### src/rtl/fterm_pkg.sv
package fterm_pkg;

   // Which line of the approximation a sample falls on
   typedef enum logic [1:0] {
      SEG_ZERO = 2'd0,
      SEG_LOW  = 2'd1,
      SEG_MID  = 2'd2,
      SEG_HIGH = 2'd3
   } seg_sel_e;

   // Extra integer bits (sign plus five) carried by a segment value
   localparam int SEG_INT_W = 6;

endpackage

### src/rtl/fterm_segment.sv
module fterm_segment
   import fterm_pkg::*;
#(
   parameter int R_FRAC_W = 16
) (
   input  logic                                  clk,
   input  logic                                  rst_n,
   input  logic [R_FRAC_W-1:0]                   r_frac,
   output seg_sel_e                              sel,
   output logic signed [R_FRAC_W+SEG_INT_W-1:0]  seg_val
);

   localparam int SW = R_FRAC_W + SEG_INT_W;
   localparam int EIGHTH_SH = R_FRAC_W - 3;

   // Line offsets in units of 2^-R_FRAC_W
   localparam logic signed [SW-1:0] K_LOW  = SW'(39)  << EIGHTH_SH;  // 4.875
   localparam logic signed [SW-1:0] K_MID  = SW'(2)   << R_FRAC_W;   // 2.0
   localparam logic signed [SW-1:0] K_HIGH = SW'(217) << EIGHTH_SH;  // 27.125
   localparam logic [R_FRAC_W-1:0]  R_UPPER = R_FRAC_W'(7) << EIGHTH_SH;
   localparam logic signed [SW-1:0] MID_LIM = SW'(3) << (R_FRAC_W - 1);

   generate
      if (R_FRAC_W < 4) begin : g_bad_width
         $error("fterm_segment: R_FRAC_W must be at least 4");
      end
   endgenerate

   logic signed [SW-1:0] r_ext;
   logic signed [SW-1:0] r_x32;
   logic signed [SW-1:0] r_x4;
   logic [2:0]           top3;

   assign r_ext = $signed({{SEG_INT_W{1'b0}}, r_frac});
   assign r_x32 = r_ext <<< 5;
   assign r_x4  = r_ext <<< 2;
   assign top3  = r_frac[R_FRAC_W-1 -: 3];

   always_comb begin
      if (r_frac == '0)
         sel = SEG_ZERO;
      else if (top3 == 3'b000)
         sel = SEG_LOW;
      else if (r_frac > R_UPPER)
         sel = SEG_HIGH;
      else
         sel = SEG_MID;
   end

   always_comb begin
      unique case (sel)
         SEG_LOW:  seg_val = K_LOW - r_x32;
         SEG_MID:  seg_val = K_MID - r_x4;
         SEG_HIGH: seg_val = K_HIGH - r_x32;
         default:  seg_val = K_LOW;
      endcase
   end

   // the low line stays positive over its span
   a_r1_low_positive: assert property (@(posedge clk) disable iff (!rst_n)
      (sel == SEG_LOW) |-> (seg_val > 0));

   // the middle line stays within +/-1.5
   a_r2_mid_bounded: assert property (@(posedge clk) disable iff (!rst_n)
      (sel == SEG_MID) |-> (seg_val <= MID_LIM && seg_val >= -MID_LIM));

   // the high line stays negative over its span
   a_r3_high_negative: assert property (@(posedge clk) disable iff (!rst_n)
      (sel == SEG_HIGH) |-> (seg_val < 0));

endmodule

### src/rtl/fterm_sched.sv
module fterm_sched #(
   parameter int T_MAX_EXP  = 7,
   parameter int LEVEL_HOLD = 256,
   parameter int EXP_W      = $clog2(T_MAX_EXP + 1)
) (
   input  logic             clk,
   input  logic             rst_n,
   input  logic             restart,
   input  logic             step,
   output logic [EXP_W-1:0] exp_cur
);

   localparam int HW = (LEVEL_HOLD > 1) ? $clog2(LEVEL_HOLD) : 1;
   localparam logic [HW-1:0]    HOLD_LAST = HW'(LEVEL_HOLD - 1);
   localparam logic [EXP_W-1:0] EXP_TOP   = EXP_W'(T_MAX_EXP);

   generate
      if (T_MAX_EXP < 1) begin : g_bad_tmax
         $error("fterm_sched: T_MAX_EXP must be at least 1");
      end
      if (LEVEL_HOLD < 1) begin : g_bad_hold
         $error("fterm_sched: LEVEL_HOLD must be at least 1");
      end
      if (EXP_W < $clog2(T_MAX_EXP + 1)) begin : g_bad_expw
         $error("fterm_sched: EXP_W too narrow for T_MAX_EXP");
      end
   endgenerate

   logic [HW-1:0] hold_cnt;

   always_ff @(posedge clk) begin
      if (!rst_n) begin
         exp_cur  <= EXP_TOP;
         hold_cnt <= '0;
      end else if (restart) begin
         exp_cur  <= EXP_TOP;
         hold_cnt <= '0;
      end else if (step) begin
         if (hold_cnt == HOLD_LAST) begin
            hold_cnt <= '0;
            if (exp_cur != '0)
               exp_cur <= exp_cur - 1'b1;
         end else begin
            hold_cnt <= hold_cnt + 1'b1;
         end
      end
   end

   // the exponent never rises except through a restart
   a_r9_no_rise: assert property (@(posedge clk) disable iff (!rst_n)
      !restart |=> (exp_cur <= $past(exp_cur)));

   // the exponent moves by at most one per cycle
   a_r9_unit_step: assert property (@(posedge clk) disable iff (!rst_n)
      !restart |=> (exp_cur == $past(exp_cur) || exp_cur == $past(exp_cur) - 1'b1));

   // without a step the exponent is unchanged
   a_r9_idle_keep: assert property (@(posedge clk) disable iff (!rst_n)
      (!restart && !step) |=> $stable(exp_cur));

   // a restart puts the exponent back at its top value
   a_r10_restart_top: assert property (@(posedge clk) disable iff (!rst_n)
      restart |=> (exp_cur == EXP_TOP));

endmodule

### src/rtl/fterm_scale.sv
module fterm_scale #(
   parameter int R_FRAC_W  = 16,
   parameter int T_MAX_EXP = 7,
   parameter int OUT_W     = R_FRAC_W + 6 + T_MAX_EXP,
   parameter int EXP_W     = $clog2(T_MAX_EXP + 1)
) (
   input  logic                                clk,
   input  logic                                rst_n,
   input  logic signed [R_FRAC_W+5:0]          seg_val,
   input  logic [EXP_W-1:0]                    exp_val,
   input  logic                                is_zero,
   output logic signed [OUT_W-1:0]             term
);

   localparam int SW     = R_FRAC_W + 6;
   localparam int FULL_W = SW + T_MAX_EXP;
   localparam logic signed [OUT_W-1:0] OUT_MAX = {1'b0, {(OUT_W-1){1'b1}}};
   localparam logic signed [OUT_W-1:0] OUT_MIN = {1'b1, {(OUT_W-1){1'b0}}};

   generate
      if (OUT_W < R_FRAC_W + 2) begin : g_bad_outw
         $error("fterm_scale: OUT_W must exceed R_FRAC_W by at least 2");
      end
   endgenerate

   logic signed [FULL_W-1:0] seg_x;
   logic signed [FULL_W-1:0] wide;
   logic signed [OUT_W-1:0]  fitted;

   assign seg_x = {{T_MAX_EXP{seg_val[SW-1]}}, seg_val};
   assign wide  = seg_x <<< exp_val;

   generate
      if (OUT_W >= FULL_W) begin : g_wide_out
         // Every scaled value fits: plain sign extension
         assign fitted = OUT_W'(wide);
      end else begin : g_clamp_out
         localparam logic signed [FULL_W-1:0] LIM_HI = FULL_W'(OUT_MAX);
         localparam logic signed [FULL_W-1:0] LIM_LO = FULL_W'(OUT_MIN);
         always_comb begin
            if (wide > LIM_HI)
               fitted = OUT_MAX;
            else if (wide < LIM_LO)
               fitted = OUT_MIN;
            else
               fitted = OUT_W'(wide);
         end
      end
   endgenerate

   assign term = is_zero ? OUT_MAX : fitted;

   // scaling and clamping keep the sign of the segment value
   a_r7_sign_kept: assert property (@(posedge clk) disable iff (!rst_n)
      (!is_zero && seg_val != 0) |-> (term[OUT_W-1] == seg_val[SW-1] && term != 0));

endmodule

### src/rtl/fterm_gen.sv
module fterm_gen
   import fterm_pkg::*;
#(
   parameter int R_FRAC_W   = 16,
   parameter int T_MAX_EXP  = 7,
   parameter int LEVEL_HOLD = 256,
   parameter int OUT_W      = R_FRAC_W + SEG_INT_W + T_MAX_EXP,
   parameter int EXP_W      = $clog2(T_MAX_EXP + 1)
) (
   input  logic                       clk,
   input  logic                       rst_n,
   input  logic                       sched_restart,
   input  logic                       r_valid,
   input  logic [R_FRAC_W-1:0]        r_frac,
   output logic                       flip_valid,
   output logic signed [OUT_W-1:0]    flip_term,
   output logic [EXP_W-1:0]           temp_exp
);

   localparam int SW = R_FRAC_W + SEG_INT_W;
   localparam logic signed [OUT_W-1:0] OUT_MAX = {1'b0, {(OUT_W-1){1'b1}}};

   seg_sel_e             seg_sel;
   logic signed [SW-1:0] seg_val;
   logic signed [SW-1:0] seg_q;
   logic [EXP_W-1:0]     exp_q;
   logic                 zero_q;
   logic                 vld_q;

   fterm_segment #(.R_FRAC_W(R_FRAC_W)) u_seg (
      .clk     (clk),
      .rst_n   (rst_n),
      .r_frac  (r_frac),
      .sel     (seg_sel),
      .seg_val (seg_val)
   );

   fterm_sched #(
      .T_MAX_EXP  (T_MAX_EXP),
      .LEVEL_HOLD (LEVEL_HOLD),
      .EXP_W      (EXP_W)
   ) u_sched (
      .clk     (clk),
      .rst_n   (rst_n),
      .restart (sched_restart),
      .step    (r_valid),
      .exp_cur (temp_exp)
   );

   // Staging register: segment value, its exponent and the zero flag
   always_ff @(posedge clk) begin
      if (!rst_n) begin
         seg_q  <= '0;
         exp_q  <= '0;
         zero_q <= 1'b0;
         vld_q  <= 1'b0;
      end else begin
         vld_q <= r_valid;
         if (r_valid) begin
            seg_q  <= seg_val;
            exp_q  <= temp_exp;
            zero_q <= (seg_sel == SEG_ZERO);
         end
      end
   end

   fterm_scale #(
      .R_FRAC_W  (R_FRAC_W),
      .T_MAX_EXP (T_MAX_EXP),
      .OUT_W     (OUT_W),
      .EXP_W     (EXP_W)
   ) u_scale (
      .clk     (clk),
      .rst_n   (rst_n),
      .seg_val (seg_q),
      .exp_val (exp_q),
      .is_zero (zero_q),
      .term    (flip_term)
   );

   assign flip_valid = vld_q;

   // a sample produces a valid result one cycle later
   a_r6_valid_next: assert property (@(posedge clk) disable iff (!rst_n)
      r_valid |=> flip_valid);

   // no sample, no valid
   a_r6_idle_next: assert property (@(posedge clk) disable iff (!rst_n)
      !r_valid |=> !flip_valid);

   // the term holds while no sample arrives
   a_r6_term_hold: assert property (@(posedge clk) disable iff (!rst_n)
      !r_valid |=> $stable(flip_term));

   // a zero fraction yields the top output code
   a_r4_zero_max: assert property (@(posedge clk) disable iff (!rst_n)
      (r_valid && r_frac == '0) |=> (flip_term == OUT_MAX));

endmodule

### config.mk
export PLATFORM = sky130hd
export DESIGN_NAME = fterm_gen
export DESIGN_NICKNAME = d
export VERILOG_FILES = /design/src/rtl/fterm_pkg.sv /design/src/rtl/fterm_segment.sv /design/src/rtl/fterm_sched.sv /design/src/rtl/fterm_scale.sv /design/src/rtl/fterm_gen.sv
export SDC_FILE = /design/constraint.sdc
export NUM_CORES = 1
export LEC_CHECK = 0
export CAP_MARGIN = 10
export CORE_MARGIN = 5
export CORE_UTILIZATION = 54
export DETAILED_ROUTE_END_ITERATION = 6
export HOLD_SLACK_MARGIN = 0.03
export PLACE_DENSITY = 0.81
export SKIP_CTS_REPAIR_TIMING = 1
export SYNTH_ARGS = -nofsm -noshare
export SYNTH_HDL_FRONTEND = slang
export SYNTH_SLANG_ARGS = --single-unit
### constraint.sdc
create_clock -name clk -period 4.15 [get_ports clk]
set_clock_uncertainty 0.15 [all_clocks]
set_input_delay 0.6225 -clock clk [delete_from_list [all_inputs] [get_ports clk]]
set_output_delay 0.6225 -clock clk [all_outputs]
set_load 0.005 [all_outputs]
## After elaboration in Yosys (flattened, before gate mapping)

Index checks and enable logic that the tools add are counted.

| storage, ports and cells | value |
|---|---|
| flip-flop bits (word level) | 38 |
| bits of input ports | 20 |
| output and inout bits | 33 |
| word-level logic and storage cells | 30 |

| cells by class | value |
|---|---|
| add/subtract/negate cells | 5 |
| $lt $le $gt $ge | 1 |
| equality and inequality tests | 4 |
| shift operators | 1 |
| mux-type cells | 6 |
| bitwise gates (word level) | 1 |
| reductions and logical operators | 6 |

Operators with widths:

| cell | count |
|---|---|
| $pmux W22 S3 | 1 |
| $mux W29 | 1 |
| $sshl A22 B3 Y29 | 1 |
| $sub A19 B21 Y22 const A | 1 |
| $sub A21 B21 Y22 const A | 1 |
| $sub A18 B18 Y19 const A | 1 |
| $gt A16 B16 Y1 const B | 1 |
| $logic_not A16 Y1 | 1 |
| $add A8 B1 Y8 const B | 1 |
| $eq A8 B8 Y1 const B | 1 |
| $mux W8 | 1 |
| $eq A2 B2 Y1 const B | 2 |
| $mux W2 | 2 |
| $logic_not A3 Y1 | 1 |
| $reduce_and A3 Y1 | 1 |
| $reduce_bool A3 Y1 | 1 |
| $sub A3 B1 Y3 const B | 1 |
| $eq A2 B1 Y1 const B | 1 |
| $logic_not A2 Y1 | 1 |
| $reduce_or A2 Y1 | 1 |
| $mux W1 | 1 |
| $not A1 Y1 | 1 |

## Logic depth before layout (Yosys ltp)

| logic depth | value |
|---|---|
| depth in word-level cells | 6 |
| gate-level depth with buffers | 13 |
| gate-level depth less buffers | 13 |

## Modules after synthesis

Synthesis repeated with hierarchy kept, for this count alone.

| second synthesis, totals | value |
|---|---|
| cell total of the unflattened synthesis | 429 |
| area total of the unflattened synthesis | 3,621.0 µm² |

By module, submodules not included:

| module | times used | cells each | area each (µm²) | sequential area each (µm²) |
|---|---|---|---|---|
| fterm_gen | 1 | 86 | 1,037.2 | 540.5 |
| fterm_segment | 1 | 147 | 1,026.0 | 0.0 |
| fterm_scale | 1 | 134 | 991.0 | 0.0 |
| fterm_sched | 1 | 62 | 566.8 | 220.2 |

## Worst setup path before layout

No wires, ideal clock.

| timing path | value |
|---|---|
| path kind | input port to flip-flop |
| from | input r_frac[0] |
| to | register seg_q[20] |
| arrival time | 3.642 ns |
| required time | 3.883 ns |
| setup slack | 0.241 ns |
| cell stages on the path | 13 |
| buffers on the path | 0 |
| path through | inv_1 > ha_1 > or4b_4 > nor4_4 > nor2_2 > inv_1 > ha_1 > nor2b_1 > o31a_1 > o41ai_1 > nand3_1 > a31o_1 > a22o_1 |

| between the ends | value |
|---|---|
| cells in the longest elaborated chain, start to end | 6 |
| elaborated cells on any way between the ends | 12 |

RTL lines:

| item | line | source |
|---|---|---|
| from (decl) | fterm_gen.sv:14 | `input logic [R_FRAC_W-1:0] r_frac,` |
| $gt A16 B16 Y1 | fterm_segment.sv:44 | `else if (r_frac > R_UPPER)` |
| $mux W1 | fterm_segment.sv:44 |  |
| $mux W2 | fterm_segment.sv:42 | `else if (top3 == 3'b000)` |
| $mux W2 | fterm_segment.sv:40 | `if (r_frac == '0)` |
| $eq A2 B2 Y1 or $eq A2 B1 Y1 (tied branches) | fterm_segment.sv:51 | `unique case (sel)` |
| $pmux W22 S3 (*) | fterm_segment.sv:51 |  |
| to (signal assigned) | fterm_gen.sv:60 | `seg_q <= seg_val;` |
| to (decl) | fterm_gen.sv:25 | `logic signed [SW-1:0] seg_q;` |

Every way passes the cells marked *; elsewhere a longest branch is shown, timed or not.
A chain may end at the register's enable or synchronous reset.

## Worst setup path in the final report

| timing path | value |
|---|---|
| from | input r_frac[1] |
| to | register seg_q[20] |

Same word-level chain as after synthesis.

==> impl_metrics.ini <==
[worst_setup_path]
startpoint_type = input port
crit_cells = 14
required_ns = 4.18
cp.arrival_ns = 3.91
rrSetupSlack_ns = 2.41
crit_buf_inv = 3
critPathMaxFanout = 6
path_delay_family = simple AND/OR/NAND/NOR gates
path_cells = clkdlybuf4s50_1, inv_1, ha_1, or4b_4, nor4_4, nor2_2, buf_4, ha_1, nand4_1, nor4_1, o41ai_2, a21o_1, a31o_1, a22o_1
criticalPathCategory = input port to flip-flop
cp_slowest_stage_delay_ns = 0.49
crit-reg2reg-launch = u_sched.hold_cnt[0]
end_kind = flip-flop
path_common_cell = ha_1
slowest_stage = or4b_4
r2r_cells = 7
reg2reg_to = u_sched.exp_cur[2]

[final_layout]
n_fill_cell = 500
multiInputGateArea_sq_mm = 0.00211
final_area_sq_mm = 0.00373
finalNetCount = 495
drive_above_1_share_pct = 7.76
area_growth_pct = 23.9
regArea_sq_um = 721
mostFrequentLayoutCells = nand2_1 (58), clkdlybuf4s50_1 (52), nand3_1 (37)
mostFrequentLayoutCell = nand2_1
antenna_cells = 0

[worst_hold_path]
worstHoldStart = seg_q[2]
holdPathStages = 2
hold_path.class = flip-flop to flip-flop
hold_end = seg_q[2]

[floorplanning]
initial_core_util_pct = 55.1
die_width_um = 84.7
die-area_sq_mm = 0.00718
core-area_sq_mm = 0.00547
pin_count = 53
rows = 27
die_y_um = 84.7

[clocking]
numCtsBuffers = 5
cts-root-buf = clkbuf_8
cts.sinks = 36
cts_htree_levels = 2
path_clk_slew_ns = 0.07
clock_latency_ns = 0.29
cts_tree = yes
clock_path_buffers = 2

[timing]
min_period_ns = 3.87
worst_pin_slew_ns = 0.830
rsz0062_at_grt = no
setup_viol = 0
fin_crit_sh_pct = 93.4
hold_viol_final = 0
fmax_mhz = 258
slew_viol_final = 0
timing.final.ws_setup_ns = 0.275
slew-limit-headroom_pct = 44.6

[drt]
remaining_drc_errors = 0
avgViaCountPerCell = 5.72
drt_iter0_markers = 179
vias = 3065
ant_nets = 0
drt_first_pass_iters = 4
wirelength_mm = 7.42
wire_per_inst_um = 13.8

[pwr]
p_leak_uw = 0.00158
power_density_mw_per_mm2 = 263
peakVddDrop_uv = 159

[grt]
grt_antenna_before_repair = 0
grt_max_degree = 29
gr-usage-all-layers_pct = 20.7
grt_overflow = 0
grt_pass1_vias = 2803
grt_pass1_wl_mm = 12.5

[placed_design]
place.gp.congestion = 1.05
portBuffers = 52
place_hpwl_mm = 5.87
dpl_cell_area_sq_mm = 0.00363
place_ws_ns = -0.0835

[logic_synthesis]
avgSynthCellArea_sq_um = 7.32
ys.flop_type = dfxtp_1
synth_edf_count = 0
synth_nets = 444
yosys_warnings = 0
synth_cell_type_count = 56
async_reset_ff_share_pct = 0
syn_area_sq_mm = 0.00301
netlist_instances = 412
synth_seq_cells = 36
synth_seq_area_share_pct = 23.9

[job]
max_cap_violations = 0

[status]
outcome = finished, final reports clean
cell usage after synthesis, drive strengths merged, types with 4 or more instances:
cell type | instances | area [sq um]
o211ai | 6 | 45.0
xor2 | 8 | 70.1
nand2 | 58 | 218
nand4 | 4 | 25.0
a21o | 4 | 30.0
nor2b | 12 | 75.1
mux2i | 24 | 240
dfxtp | 36 | 721
nor2 | 33 | 134
a21oi | 22 | 114
inv | 21 | 78.8
a22oi | 8 | 60.1
buf | 11 | 60.1
ha | 12 | 150
mux2 | 6 | 67.6
xnor2 | 16 | 140
and2 | 4 | 25.0
nand3 | 37 | 185
o21ai | 24 | 120
nor4 | 4 | 40.0
nor3 | 6 | 30.0
or3 | 5 | 31.3
clkbuf | 12 | 45.0
per-stage QoR:
step | hold WS [ns] | total power [uW] | setup TNS [ns] | cells | utilization [%]
after global placement | 0.308 | 723 | 0 | 528 | 66.4
after floorplan | 0.287 | 587 | 0 | 412 | -
final | 0.327 | 981 | 0 | 536 | 68.2
after detailed placement | 0.318 | 730 | -0.0835 | 528 | 66.4
after global routing | 0.359 | 1040 | 0 | 536 | 68.2
after CTS | 0.328 | 982 | 0 | 536 | 68.1
registers in the layout, summed over array words and instances (netlist names):
register,cells
exp_q,3
flip_valid,1
seg_q,20
u_sched.exp_cur,3
u_sched.hold_cnt,8
zero_q,1
cells by family (layout without fill, tap and decap cells):
group                    after synthesis  count (layout)  synth area share [%]
AO/OA/AOI/OAI                         90              90                  19.3
XOR/XNOR                              24              24                  6.97
adder cells (fa/ha/maj)               12              12                  4.98
buffers and inverters                 45              97                  6.23
flip-flops                            36              36                  23.9
multiplexers                          30              30                  10.2
AND/OR/NAND/NOR                      175             175                  28.4
worst reg2reg max path, stage by stage (launching register included):
cell and delay (ns):
dfxtp_1 0.38, ha_1 0.20, and3_1 0.23, nand3_1 0.14, a21o_1 0.22, nor2_1 0.13, xnor2_1 0.13, nand2_1 0.06
report_power, final:
| group | total (uW) | internal [uW] | switching (uW) |
|---|---|---|---|
| registers | 383 | 364 | 19.9 |
| clock network | 255 | 135 | 121 |
| logic | 342 | 177 | 166 |
| total | 981 | 675 | 306 |
routing by layer:
metal | global-route usage (%) | share of wire (%) | wire length [um] | vias to the layer above
li1 | - | - | - | 1569
met1 | 26.6 | 46 | 3450 | 1388
met2 | 34.8 | 46 | 3410 | 95
met3 | 3.93 | 5.9 | 438 | 13
met4 | 6.91 | 1.7 | 123 | 0
met5 | 0 | 0 | 0 | -
cell type report:
cell class              count  share of cell area [%]
clock buffers               7                    2.31
clock inverters             1                   0.201
inverters                  22                    2.21
multi-input cells         331                    56.6
flip-flops and latches     36                    19.3
well taps                  72                    2.41
repair buffers             67                    17.0
worst max path at each step:
stage	startpoint	to	slack, ns
after floorplan	r_frac[0]	seg_q[20]	0.24
after global placement	r_frac[1]	seg_q[20]	0.02
after detailed placement	r_frac[1]	seg_q[20]	-0.08
after CTS	r_frac[1]	seg_q[20]	0.20
after global routing	r_frac[1]	seg_q[20]	0.06
final	r_frac[1]	seg_q[20]	0.28
Power figures use the tool's default switching activity.
